**src/rtl/tle_pkg.sv**
```systemverilog
// Shared types for the transmit line encoder.
// Assumes: symbols in the coding pipeline are tagged by role, and polarity is
// resolved only when a symbol leaves the pipeline.
package tle_pkg;
    typedef enum logic [1:0] {
        SYM_SPACE = 2'd0,   // no pulse
        SYM_MARK  = 2'd1,   // pulse that alternates with the previous one
        SYM_VIOL  = 2'd2    // pulse that repeats the previous polarity
    } sym_t;

    localparam int RUN_W    = 4;
    localparam int RUN_HDB3 = 4;
    localparam int RUN_B8ZS = 8;
endpackage

```
**src/rtl/tle_edge_sync.sv**
```systemverilog
// Brings the transmit clock and both data inputs into the master clock domain
// and turns the selected transmit-clock edge into a one-cycle strobe.
// Assumes: the data is held steady for at least SYNC_STAGES master cycles on
// each side of the active edge, and each transmit-clock phase lasts at least
// two master cycles.
module tle_edge_sync #(
    parameter int SYNC_STAGES = 2
) (
    input  logic clk,
    input  logic rst_n,
    input  logic tclk_in,
    input  logic din_a,
    input  logic din_b,
    input  logic fall_sel,
    input  logic invert,
    output logic sym_stb,
    output logic any_edge,
    output logic rail_a,
    output logic rail_b
);
    localparam int LAST = SYNC_STAGES - 1;

    logic [SYNC_STAGES:0]   ck_q;
    logic [SYNC_STAGES-1:0] a_q;
    logic [SYNC_STAGES-1:0] b_q;
    logic                   ck_now;
    logic                   ck_old;

    // Shift the clock and the data through matching synchronizer chains.
    always_ff @(posedge clk) begin
        if (!rst_n) begin
            ck_q <= '0;
            a_q  <= '0;
            b_q  <= '0;
        end else begin
            ck_q <= {ck_q[SYNC_STAGES-1:0], tclk_in};
            a_q  <= {a_q[SYNC_STAGES-2:0], din_a};
            b_q  <= {b_q[SYNC_STAGES-2:0], din_b};
        end
    end

    // Detect edges on the synchronized clock and apply the polarity option.
    always_comb begin
        ck_now   = ck_q[LAST];
        ck_old   = ck_q[SYNC_STAGES];
        any_edge = ck_now ^ ck_old;
        sym_stb  = fall_sel ? (ck_old & ~ck_now) : (ck_now & ~ck_old);
        rail_a   = a_q[LAST] ^ invert;
        rail_b   = b_q[LAST] ^ invert;
    end
endmodule

```
**src/rtl/tle_zs_encoder.sv**
```systemverilog
// Single-rail coder: AMI, with optional HDB3 (E1) or B8ZS (T1) zero
// substitution. Bits enter a DEPTH-entry tagged pipeline. A completed zero run
// rewrites the entries it covers, and polarity is assigned at the tail.
// Assumes: DEPTH >= 8 so that a whole B8ZS run is still held in the pipeline.
// The mode inputs are static between resets.
module tle_zs_encoder
    import tle_pkg::*;
#(
    parameter int DEPTH = 8
) (
    input  logic clk,
    input  logic rst_n,
    input  logic stb,
    input  logic bit_in,
    input  logic std_t1,
    input  logic zsub_en,
    output logic mk_pos,
    output logic mk_neg
);
    localparam logic [RUN_W-1:0] HDB3_LEN = RUN_W'(RUN_HDB3);
    localparam logic [RUN_W-1:0] B8ZS_LEN = RUN_W'(RUN_B8ZS);
    localparam logic [RUN_W-1:0] RUN_MAX  = '1;

    sym_t             sr  [DEPTH];
    sym_t             nxt [DEPTH];
    logic [RUN_W-1:0] run_q, run_d;
    logic             par_q, par_d;
    logic             last_pos_q;
    sym_t             head;
    logic             head_pos;

    // Shift in the new bit and apply any substitution completed by it.
    always_comb begin
        nxt[0] = bit_in ? SYM_MARK : SYM_SPACE;
        for (int i = 1; i < DEPTH; i++) begin
            nxt[i] = sr[i-1];
        end
        run_d = run_q;
        par_d = par_q;
        if (bit_in) begin
            run_d = '0;
            par_d = ~par_q;
        end else begin
            run_d = (run_q == RUN_MAX) ? run_q : run_q + 1'b1;
            if (zsub_en && !std_t1 && run_d == HDB3_LEN) begin
                if (!par_q) begin
                    nxt[3] = SYM_MARK;
                end
                nxt[0] = SYM_VIOL;
                run_d  = '0;
                par_d  = 1'b0;
            end else if (zsub_en && std_t1 && run_d == B8ZS_LEN) begin
                nxt[4] = SYM_VIOL;
                nxt[3] = SYM_MARK;
                nxt[1] = SYM_VIOL;
                nxt[0] = SYM_MARK;
                run_d  = '0;
            end
        end
    end

    // Resolve the polarity of the symbol that leaves the pipeline.
    always_comb begin
        head     = sr[DEPTH-1];
        head_pos = (head == SYM_VIOL) ? last_pos_q : ~last_pos_q;
        mk_pos   = (head != SYM_SPACE) &&  head_pos;
        mk_neg   = (head != SYM_SPACE) && !head_pos;
    end

    // Advance the pipeline, the run and parity counts and the polarity on each strobe.
    always_ff @(posedge clk) begin
        if (!rst_n) begin
            for (int i = 0; i < DEPTH; i++) begin
                sr[i] <= SYM_SPACE;
            end
            run_q      <= '0;
            par_q      <= 1'b0;
            last_pos_q <= 1'b0;
        end else if (stb) begin
            sr    <= nxt;
            run_q <= run_d;
            par_q <= par_d;
            if (head != SYM_SPACE) begin
                last_pos_q <= head_pos;
            end
        end
    end
endmodule

```
**src/rtl/tle_clk_watch.sv**
```systemverilog
// Loss-of-transmit-clock watchdog. It counts master cycles since the last
// transmit-clock edge and flags loss once the count exceeds LIMIT.
// Assumes: any_edge is a one-cycle pulse per synchronized edge.
module tle_clk_watch #(
    parameter int LIMIT = 70
) (
    input  logic clk,
    input  logic rst_n,
    input  logic any_edge,
    input  logic mask,
    output logic irq
);
    localparam int CW = $clog2(LIMIT + 2);
    localparam logic [CW-1:0] SAT = CW'(LIMIT + 1);
    localparam logic [CW-1:0] LIM = CW'(LIMIT);

    logic [CW-1:0] quiet_q;
    logic [CW-1:0] quiet_d;
    logic          lost_q;

    // Next value of the quiet-cycle count, saturating above the limit.
    always_comb begin
        if (any_edge) begin
            quiet_d = '0;
        end else if (quiet_q == SAT) begin
            quiet_d = quiet_q;
        end else begin
            quiet_d = quiet_q + 1'b1;
        end
    end

    // Hold the count and set the loss flag once the count passes the limit.
    always_ff @(posedge clk) begin
        if (!rst_n) begin
            quiet_q <= '0;
            lost_q  <= 1'b0;
        end else begin
            quiet_q <= quiet_d;
            lost_q  <= (quiet_d > LIM);
        end
    end

    // Apply the interrupt mask.
    always_comb begin
        irq = lost_q & ~mask;
    end
endmodule

```
**src/rtl/tx_line_encoder.sv**
```systemverilog
// Top level: synchronizer and strobe, single-rail coder, dual-rail bypass,
// output register and clock watchdog.
// Assumes: the configuration is static between resets, and clk is fast enough
// that each transmit-clock phase lasts at least two clk cycles.
module tx_line_encoder #(
    parameter int PIPE_DEPTH  = 8,
    parameter int LOS_LIMIT   = 70,
    parameter int SYNC_STAGES = 2
) (
    input  logic clk,
    input  logic rst_n,
    input  logic tclk_in,
    input  logic tx_data,
    input  logic tx_neg,
    input  logic cfg_t1,
    input  logic cfg_dual,
    input  logic cfg_zsub,
    input  logic cfg_fall_edge,
    input  logic cfg_invert,
    input  logic cfg_los_mask,
    output logic line_pos,
    output logic line_neg,
    output logic los_irq
);
    logic sym_stb;
    logic clk_edge;
    logic rail_p;
    logic rail_n;
    logic enc_pos;
    logic enc_neg;

    tle_edge_sync #(.SYNC_STAGES(SYNC_STAGES)) u_sync (
        .clk      (clk),
        .rst_n    (rst_n),
        .tclk_in  (tclk_in),
        .din_a    (tx_data),
        .din_b    (tx_neg),
        .fall_sel (cfg_fall_edge),
        .invert   (cfg_invert),
        .sym_stb  (sym_stb),
        .any_edge (clk_edge),
        .rail_a   (rail_p),
        .rail_b   (rail_n)
    );

    tle_zs_encoder #(.DEPTH(PIPE_DEPTH)) u_enc (
        .clk     (clk),
        .rst_n   (rst_n),
        .stb     (sym_stb & ~cfg_dual),
        .bit_in  (rail_p),
        .std_t1  (cfg_t1),
        .zsub_en (cfg_zsub),
        .mk_pos  (enc_pos),
        .mk_neg  (enc_neg)
    );

    tle_clk_watch #(.LIMIT(LOS_LIMIT)) u_watch (
        .clk      (clk),
        .rst_n    (rst_n),
        .any_edge (clk_edge),
        .mask     (cfg_los_mask),
        .irq      (los_irq)
    );

    // Output register: the rail map in dual-rail mode, otherwise the coder's tail.
    always_ff @(posedge clk) begin
        if (!rst_n) begin
            line_pos <= 1'b0;
            line_neg <= 1'b0;
        end else if (sym_stb) begin
            if (cfg_dual) begin
                line_pos <= rail_n & ~rail_p;
                line_neg <= rail_p & ~rail_n;
            end else begin
                line_pos <= enc_pos;
                line_neg <= enc_neg;
            end
        end
    end
endmodule

```
**config.mk**
```make
export PLATFORM = sky130hd
export DESIGN_NAME = tx_line_encoder
export DESIGN_NICKNAME = d
export VERILOG_FILES = /design/src/rtl/tle_pkg.sv /design/src/rtl/tle_edge_sync.sv /design/src/rtl/tle_zs_encoder.sv /design/src/rtl/tle_clk_watch.sv /design/src/rtl/tx_line_encoder.sv
export SDC_FILE = /design/constraint.sdc
export NUM_CORES = 1
export LEC_CHECK = 0
export ABC_CLOCK_PERIOD_IN_PS = 1980
export CAP_MARGIN = 20
export CORE_MARGIN = 10
export CORE_UTILIZATION = 45
export DETAILED_ROUTE_END_ITERATION = 7
export DONT_BUFFER_PORTS = 1
export MAX_ROUTING_LAYER = met4
export SYNTH_ARGS = -nofsm -noshare
export SYNTH_HDL_FRONTEND = slang
export SYNTH_SLANG_ARGS = --single-unit
```
**constraint.sdc**
```tcl
create_clock -name clk -period 1.98 [get_ports clk]
set_clock_uncertainty 0.1 [all_clocks]
set_input_delay 0.396 -clock clk [delete_from_list [all_inputs] [get_ports clk]]
set_output_delay 0.396 -clock clk [all_outputs]
set_load 0.01 [all_outputs]
```
==> results of run 1 <==
[metal layers]
metal	wire, µm	global-route usage, %	vias up
li1	-	-	724
met1	1610	11.6	664
met2	1540	15.4	26
met3	211	3.96	6
met4	54	3.89	0
met5	0	-	-
[registers in the layout, indices dropped and copies added (netlist names)]
register          count
u_watch.lost_q        1
line_neg              1
u_enc.run_q           4
u_watch.quiet_q       7
u_enc.last_pos_q      1
line_pos              1
u_sync.ck_q           3
u_sync.a_q            2
u_sync.b_q            2
u_enc.nxt             8
u_enc.head            2
u_enc.par_q           1
u_enc.sr              6
[synthesized netlist by cell type (4+ instances only)]
library cell / instances / area (µm²)
nand3_1: 13 / 65.1
ha_1: 4 / 50.1
nor2_1: 12 / 45.0
a21boi_0: 9 / 67.6
a211oi_1: 4 / 30.0
a21oi_1: 4 / 20.0
and2_1: 8 / 50.1
clkbuf_1: 4 / 15.0
o21ai_0: 7 / 35.0
dfxtp_1: 39 / 781
nand2_1: 26 / 97.6
inv_1: 4 / 15.0
nor2b_1: 9 / 56.3
xor2_1: 4 / 35.0
mux2i_1: 4 / 40.0
[through the flow]
stage | std cells | hold WS [ps] | total power [mW] | area, µm²
6_report | 259 | 130 | 1.40 | 1990
5_1_grt | 259 | 124 | 1.47 | 1990
4_1_cts | 259 | 121 | 1.44 | 1990
3_5_place_dp | 251 | 322 | 0.904 | 1900
3_3_place_gp | 251 | 316 | 0.900 | 1900
2_1_floorplan | 205 | 312 | 0.898 | 1870
[worst max path at each step]
stage                                       end  slack [ps]  cells past startpoint
floorplan              u_enc.sr[8]$_SDFFE_PN0P_         100                      6
global placement       u_enc.sr[8]$_SDFFE_PN0P_         140                      6
detailed placement     u_enc.sr[8]$_SDFFE_PN0P_          70                      6
CTS                    u_enc.sr[8]$_SDFFE_PN0P_          30                      6
global route        u_enc.run_q[3]$_SDFFE_PN0P_           7                      8
finish                 u_enc.sr[8]$_SDFFE_PN0P_         100                      6
[logic make-up (layout without fill, tap and decap cells)]
logic type	Yosys count	in the layout	share of synthesized area, %
xor gates and xnor gates	8	8	4.76
buffers and inverters	14	18	4.69
and+or+nand+nor	90	90	25.1
muxes	6	6	3.95
DFF	39	39	41.8
AOI/OAI and AO/OA	44	44	17.1
adders and majority gates	4	4	2.68
[worst max-delay path: stages, from the launching register on]
cell and delay [ps]:
dfxtp_2 410, ha_1 200, and3_2 250, mux2i_4 260, nand2_2 90, or3_1 380
a21oi_1 120
[power breakdown]
part	internal (mW)	total (mW)	leakage (nW)	switching [mW]
Clock	0.246	0.515	0.0412	0.270
Combinational	0.0378	0.0726	0.335	0.0348
Sequential	0.800	0.814	0.317	0.0134
Total	1.08	1.40	0.694	0.318
[layout make-up]
cell class                 instances  area (µm²)
fill                             393        2010
multi-input combinational        152        1000
sequential                        39         783
clock buffer                       6        72.6
tap                               50        62.6
timing repair buffer               6        45.0
inverter                           4        15.0
clock inverter                     2        12.5
==> flow_metrics.tcl, run 1 <==
set metrics [dict create \
    status "finished clean" \
    layout_common_cells "dfxtp_1 (37), nand2_1 (26), nand3_1 (13)" \
    maxCapViolCount 0 \
    reg2reg_depth 6 \
    ys_seq_area_share_pct 41.8 \
    r2r-end "u_enc.sr[8]$_SDFFE_PN0P_" \
    hp-class "in2reg" \
    drc_errors 0 \
    postSynth.asyncResetShare_pct 0 \
    ctsResizeCount 0 \
    grt_pass1_vias 1352 \
    synthDistinctLibCells 52 \
    worstSetupStartpoint "u_enc.run_q[0]$_SDFFE_PN0P_" \
    grt_max_degree 38 \
    crit_arrival_ps 2000 \
    p_per_area_mw_per_mm2 703 \
    wl_per_cell_um 13.2 \
    wl_um 3410 \
    core_area_mm2 0.00400 \
    firstDrtPassIters 4 \
    cts_root_buf "clkbuf_8" \
    rsz0062_at_grt "no" \
    setup_viol 0 \
    fin_util_pct 49.9 \
    rows 23 \
    hpwl_um 2490 \
    finalMaxSlewViolations 0 \
    fin_setup_tns_ps 0 \
    crit_type "reg2reg" \
    cts_tree "built" \
    postCtsHoldBufs 0 \
    grt_pass1_wl_um 5960 \
    synth_fp_nets 220 \
    ant_nets 0 \
    regToRegSetupSlack_ps 100 \
    fin_ws_ps 105 \
    hold_violations 0 \
    synth_ff_type "dfxtp_1" \
    tightest_slew_ps 309 \
    path_clk_slew_ps 70 \
    drt-vias-per-instance 5.48 \
    r2r_start "u_enc.run_q[0]$_SDFFE_PN0P_" \
    antenna_found_initial 0 \
    p_leak_nw 0.694 \
    min_to "u_sync.ck_q[0]$_SDFF_PN0_" \
    n_antenna_cell 0 \
    pin_count 14 \
    min_from "rst_n" \
    routabilityCongestion 0.804 \
    die_y_um 84.4 \
    cts.sinks 39 \
    syn_inst 205 \
    ys.warnings.count 0 \
    clockBufferDepth 2 \
    port-buffer-count 0 \
    relSlewSlack_pct 79.3 \
    final_common_cell "dfxtp_1" \
    vias 1420 \
    peakVddDrop_uv 284 \
    synth_edf_count 0 \
    endpoint_kind "flop" \
    crit_fanout 7 \
    required_ps 2110 \
    start_kind "flop" \
    start_util_pct 46.7 \
    numCtsBuffers 5 \
    grt_use_total_pct 10.1 \
    post_cts_buffers 0 \
    final.period_utilization_pct 94.7 \
    fp.dieW_um 84.4 \
    clk_latency_ps 290 \
    dp_slack_ps 68.0 \
    synth_seq_cells 39 \
    fmax_ghz 0.533 \
    htreeDepth 2 \
    fin_crit_ps 1880 \
    first_iter_violations 58 \
    syn_area_per_cell_um2 9.11 \
    grt-ovfl-total 0 \
    dieArea_mm2 0.00713 \
    syn_to_final_growth_pct 6.76 \
    drive_above_1_share_pct 12.9 \
    num-nets-final 223 \
    synth_area_mm2 0.00187 \
    holdPathStages 1 \
]
No activity file was read; power rests on OpenSTA's default activity.
==> inputs of run 2 (changes only) <==
--- a/config.mk
+++ b/config.mk
@@ -11,7 +11,6 @@
 export CORE_UTILIZATION = 45
 export DETAILED_ROUTE_END_ITERATION = 7
 export DONT_BUFFER_PORTS = 1
-export MAX_ROUTING_LAYER = met4
 export SYNTH_ARGS = -nofsm -noshare
 export SYNTH_HDL_FRONTEND = slang
 export SYNTH_SLANG_ARGS = --single-unit
==> flow_metrics.tcl, run 2 (synthesis results as in run 1) <==
set metrics [dict create \
    worstSetupStartpoint "u_enc.run_q[0]$_SDFFE_PN0P_" \
    final_common_cell "dfxtp_1" \
    fmax_ghz 0.536 \
    rows 23 \
    num-nets-final 223 \
    cts_tree "built" \
    drc_errors 0 \
    power_mw 1.40 \
    start_util_pct 46.7 \
    multi_input_area_mm2 0.00100 \
    switchingPower_mw 0.318 \
    status "finished clean" \
    syn_to_final_growth_pct 6.76 \
    p_per_area_mw_per_mm2 703 \
    rsz0062_at_grt "no" \
    combPwrFrac_pct 5.2 \
    cts_root_buf "clkbuf_8" \
    wl_um 3410 \
    grt_pass1_wl_um 5970 \
    fin_setup_tns_ps 0 \
    grt_use_total_pct 9.81 \
    hold_violations 0 \
    min_from "rst_n" \
    firstDrtPassIters 4 \
    post_cts_buffers 0 \
    antenna_found_initial 0 \
    fin_crit_ps 1870 \
    maxCapViolCount 0 \
    fp.dieW_um 84.4 \
    grt-ovfl-total 0 \
    seq_area_um2 783 \
    endpoint_kind "flop" \
    setup_viol 0 \
    min_to "u_sync.ck_q[0]$_SDFF_PN0_" \
    routabilityCongestion 0.793 \
    drt-vias-per-instance 5.49 \
    p_leak_nw 0.694 \
    drive_above_1_share_pct 12.9 \
    r2r_start "u_enc.run_q[0]$_SDFFE_PN0P_" \
    required_ps 2110 \
    numCtsBuffers 5 \
    fin_ws_ps 113 \
    layout_common_cells "dfxtp_1 (37), nand2_1 (26), nand3_1 (13)" \
    hp-class "in2reg" \
    grt_max_degree 38 \
    r2r-end "u_enc.sr[8]$_SDFFE_PN0P_" \
    internal_power_mw 1.08 \
    ant_nets 0 \
    clkPwrFrac_pct 36.8 \
    final.period_utilization_pct 94.3 \
    regToRegSetupSlack_ps 110 \
    tightest_slew_ps 309 \
    wl_per_cell_um 13.2 \
    clockBufferDepth 2 \
    netSwitchingFraction_pct 22.7 \
    cts.sinks 39 \
    vias 1422 \
    port-buffer-count 0 \
    hpwl_um 2490 \
    nFillCells 393 \
    crit_type "reg2reg" \
    n_antenna_cell 0 \
    crit_arrival_ps 1990 \
    finalMaxSlewViolations 0 \
    dp_slack_ps 68.0 \
    start_kind "flop" \
    grt_pass1_vias 1352 \
    postCtsHoldBufs 0 \
    reg2reg_depth 6 \
    holdPathStages 1 \
    die_y_um 84.4 \
    relSlewSlack_pct 79.3 \
    clk_latency_ps 290 \
    peakVddDrop_uv 284 \
    power_frac_seq_pct 58.0 \
    crit_fanout 7 \
    pin_count 14 \
    core_area_mm2 0.00400 \
    htreeDepth 2 \
    first_iter_violations 56 \
    path_clk_slew_ps 70 \
    dieArea_mm2 0.00713 \
    largest_register_ffs 8 \
]
run 2: layout make-up:
| cell class | count | share of cell area [%] |
|---|---|---|
| repair buffers | 6 | 2.26 |
| well taps | 50 | 3.14 |
| inverters | 4 | 0.753 |
| multi-input cells | 152 | 50.3 |
| clock inverters | 2 | 0.627 |
| flip-flops and latches | 39 | 39.3 |
| clock buffers | 6 | 3.64 |
run 2: power groups by stage:
stage	clock network, mW	logic [mW]	registers (mW)
after floorplan	0	0.0692	0.829
after global placement	0	0.0694	0.830
after detailed placement	0	0.0724	0.832
after CTS	0.550	0.0727	0.813
after global routing	0.574	0.0827	0.816
final	0.515	0.0727	0.814
run 2: routing by layer:
| layer | global-route usage [%] | vias to the layer above | part of all wire (%) |
|---|---|---|---|
| met5 | 0 | - | 0 |
| met4 | 3.89 | 0 | 1.6 |
| met3 | 3.96 | 6 | 6.4 |
| met2 | 15.4 | 32 | 45 |
| met1 | 11.6 | 660 | 47 |
| li1 | - | 724 | - |
run 2: worst max-delay path, cell delays in order, from the launching register on:
cell	delay (ps)
dfxtp_2	410
ha_1	190
and3_2	250
mux2i_4	260
nand2_2	90
or3_1	380
a21oi_1	120
run 2: worst max path at each step:
stage / end / slack, ps
floorplan: u_enc.sr[8]$_SDFFE_PN0P_ / 100
global placement: u_enc.sr[8]$_SDFFE_PN0P_ / 140
detailed placement: u_enc.sr[8]$_SDFFE_PN0P_ / 70
CTS: u_enc.sr[8]$_SDFFE_PN0P_ / 30
global route: u_enc.run_q[3]$_SDFFE_PN0P_ / 7
finish: u_enc.sr[8]$_SDFFE_PN0P_ / 110
run 2: metrics by stage:
stage | hold slack (ps) | area (µm²) | util (%) | std cells
5_1_grt | 124 | 1990 | 49.9 | 259
2_1_floorplan | 312 | 1870 | - | 205
3_5_place_dp | 322 | 1900 | 47.6 | 251
4_1_cts | 121 | 1990 | 49.7 | 259
3_3_place_gp | 316 | 1900 | 47.6 | 251
6_report | 130 | 1990 | 49.9 | 259
run 2: repair_timing:
item	CTS	global route
setup endpoints to repair	0	5
gates resized for setup	0	3
hold endpoints to repair	0	0
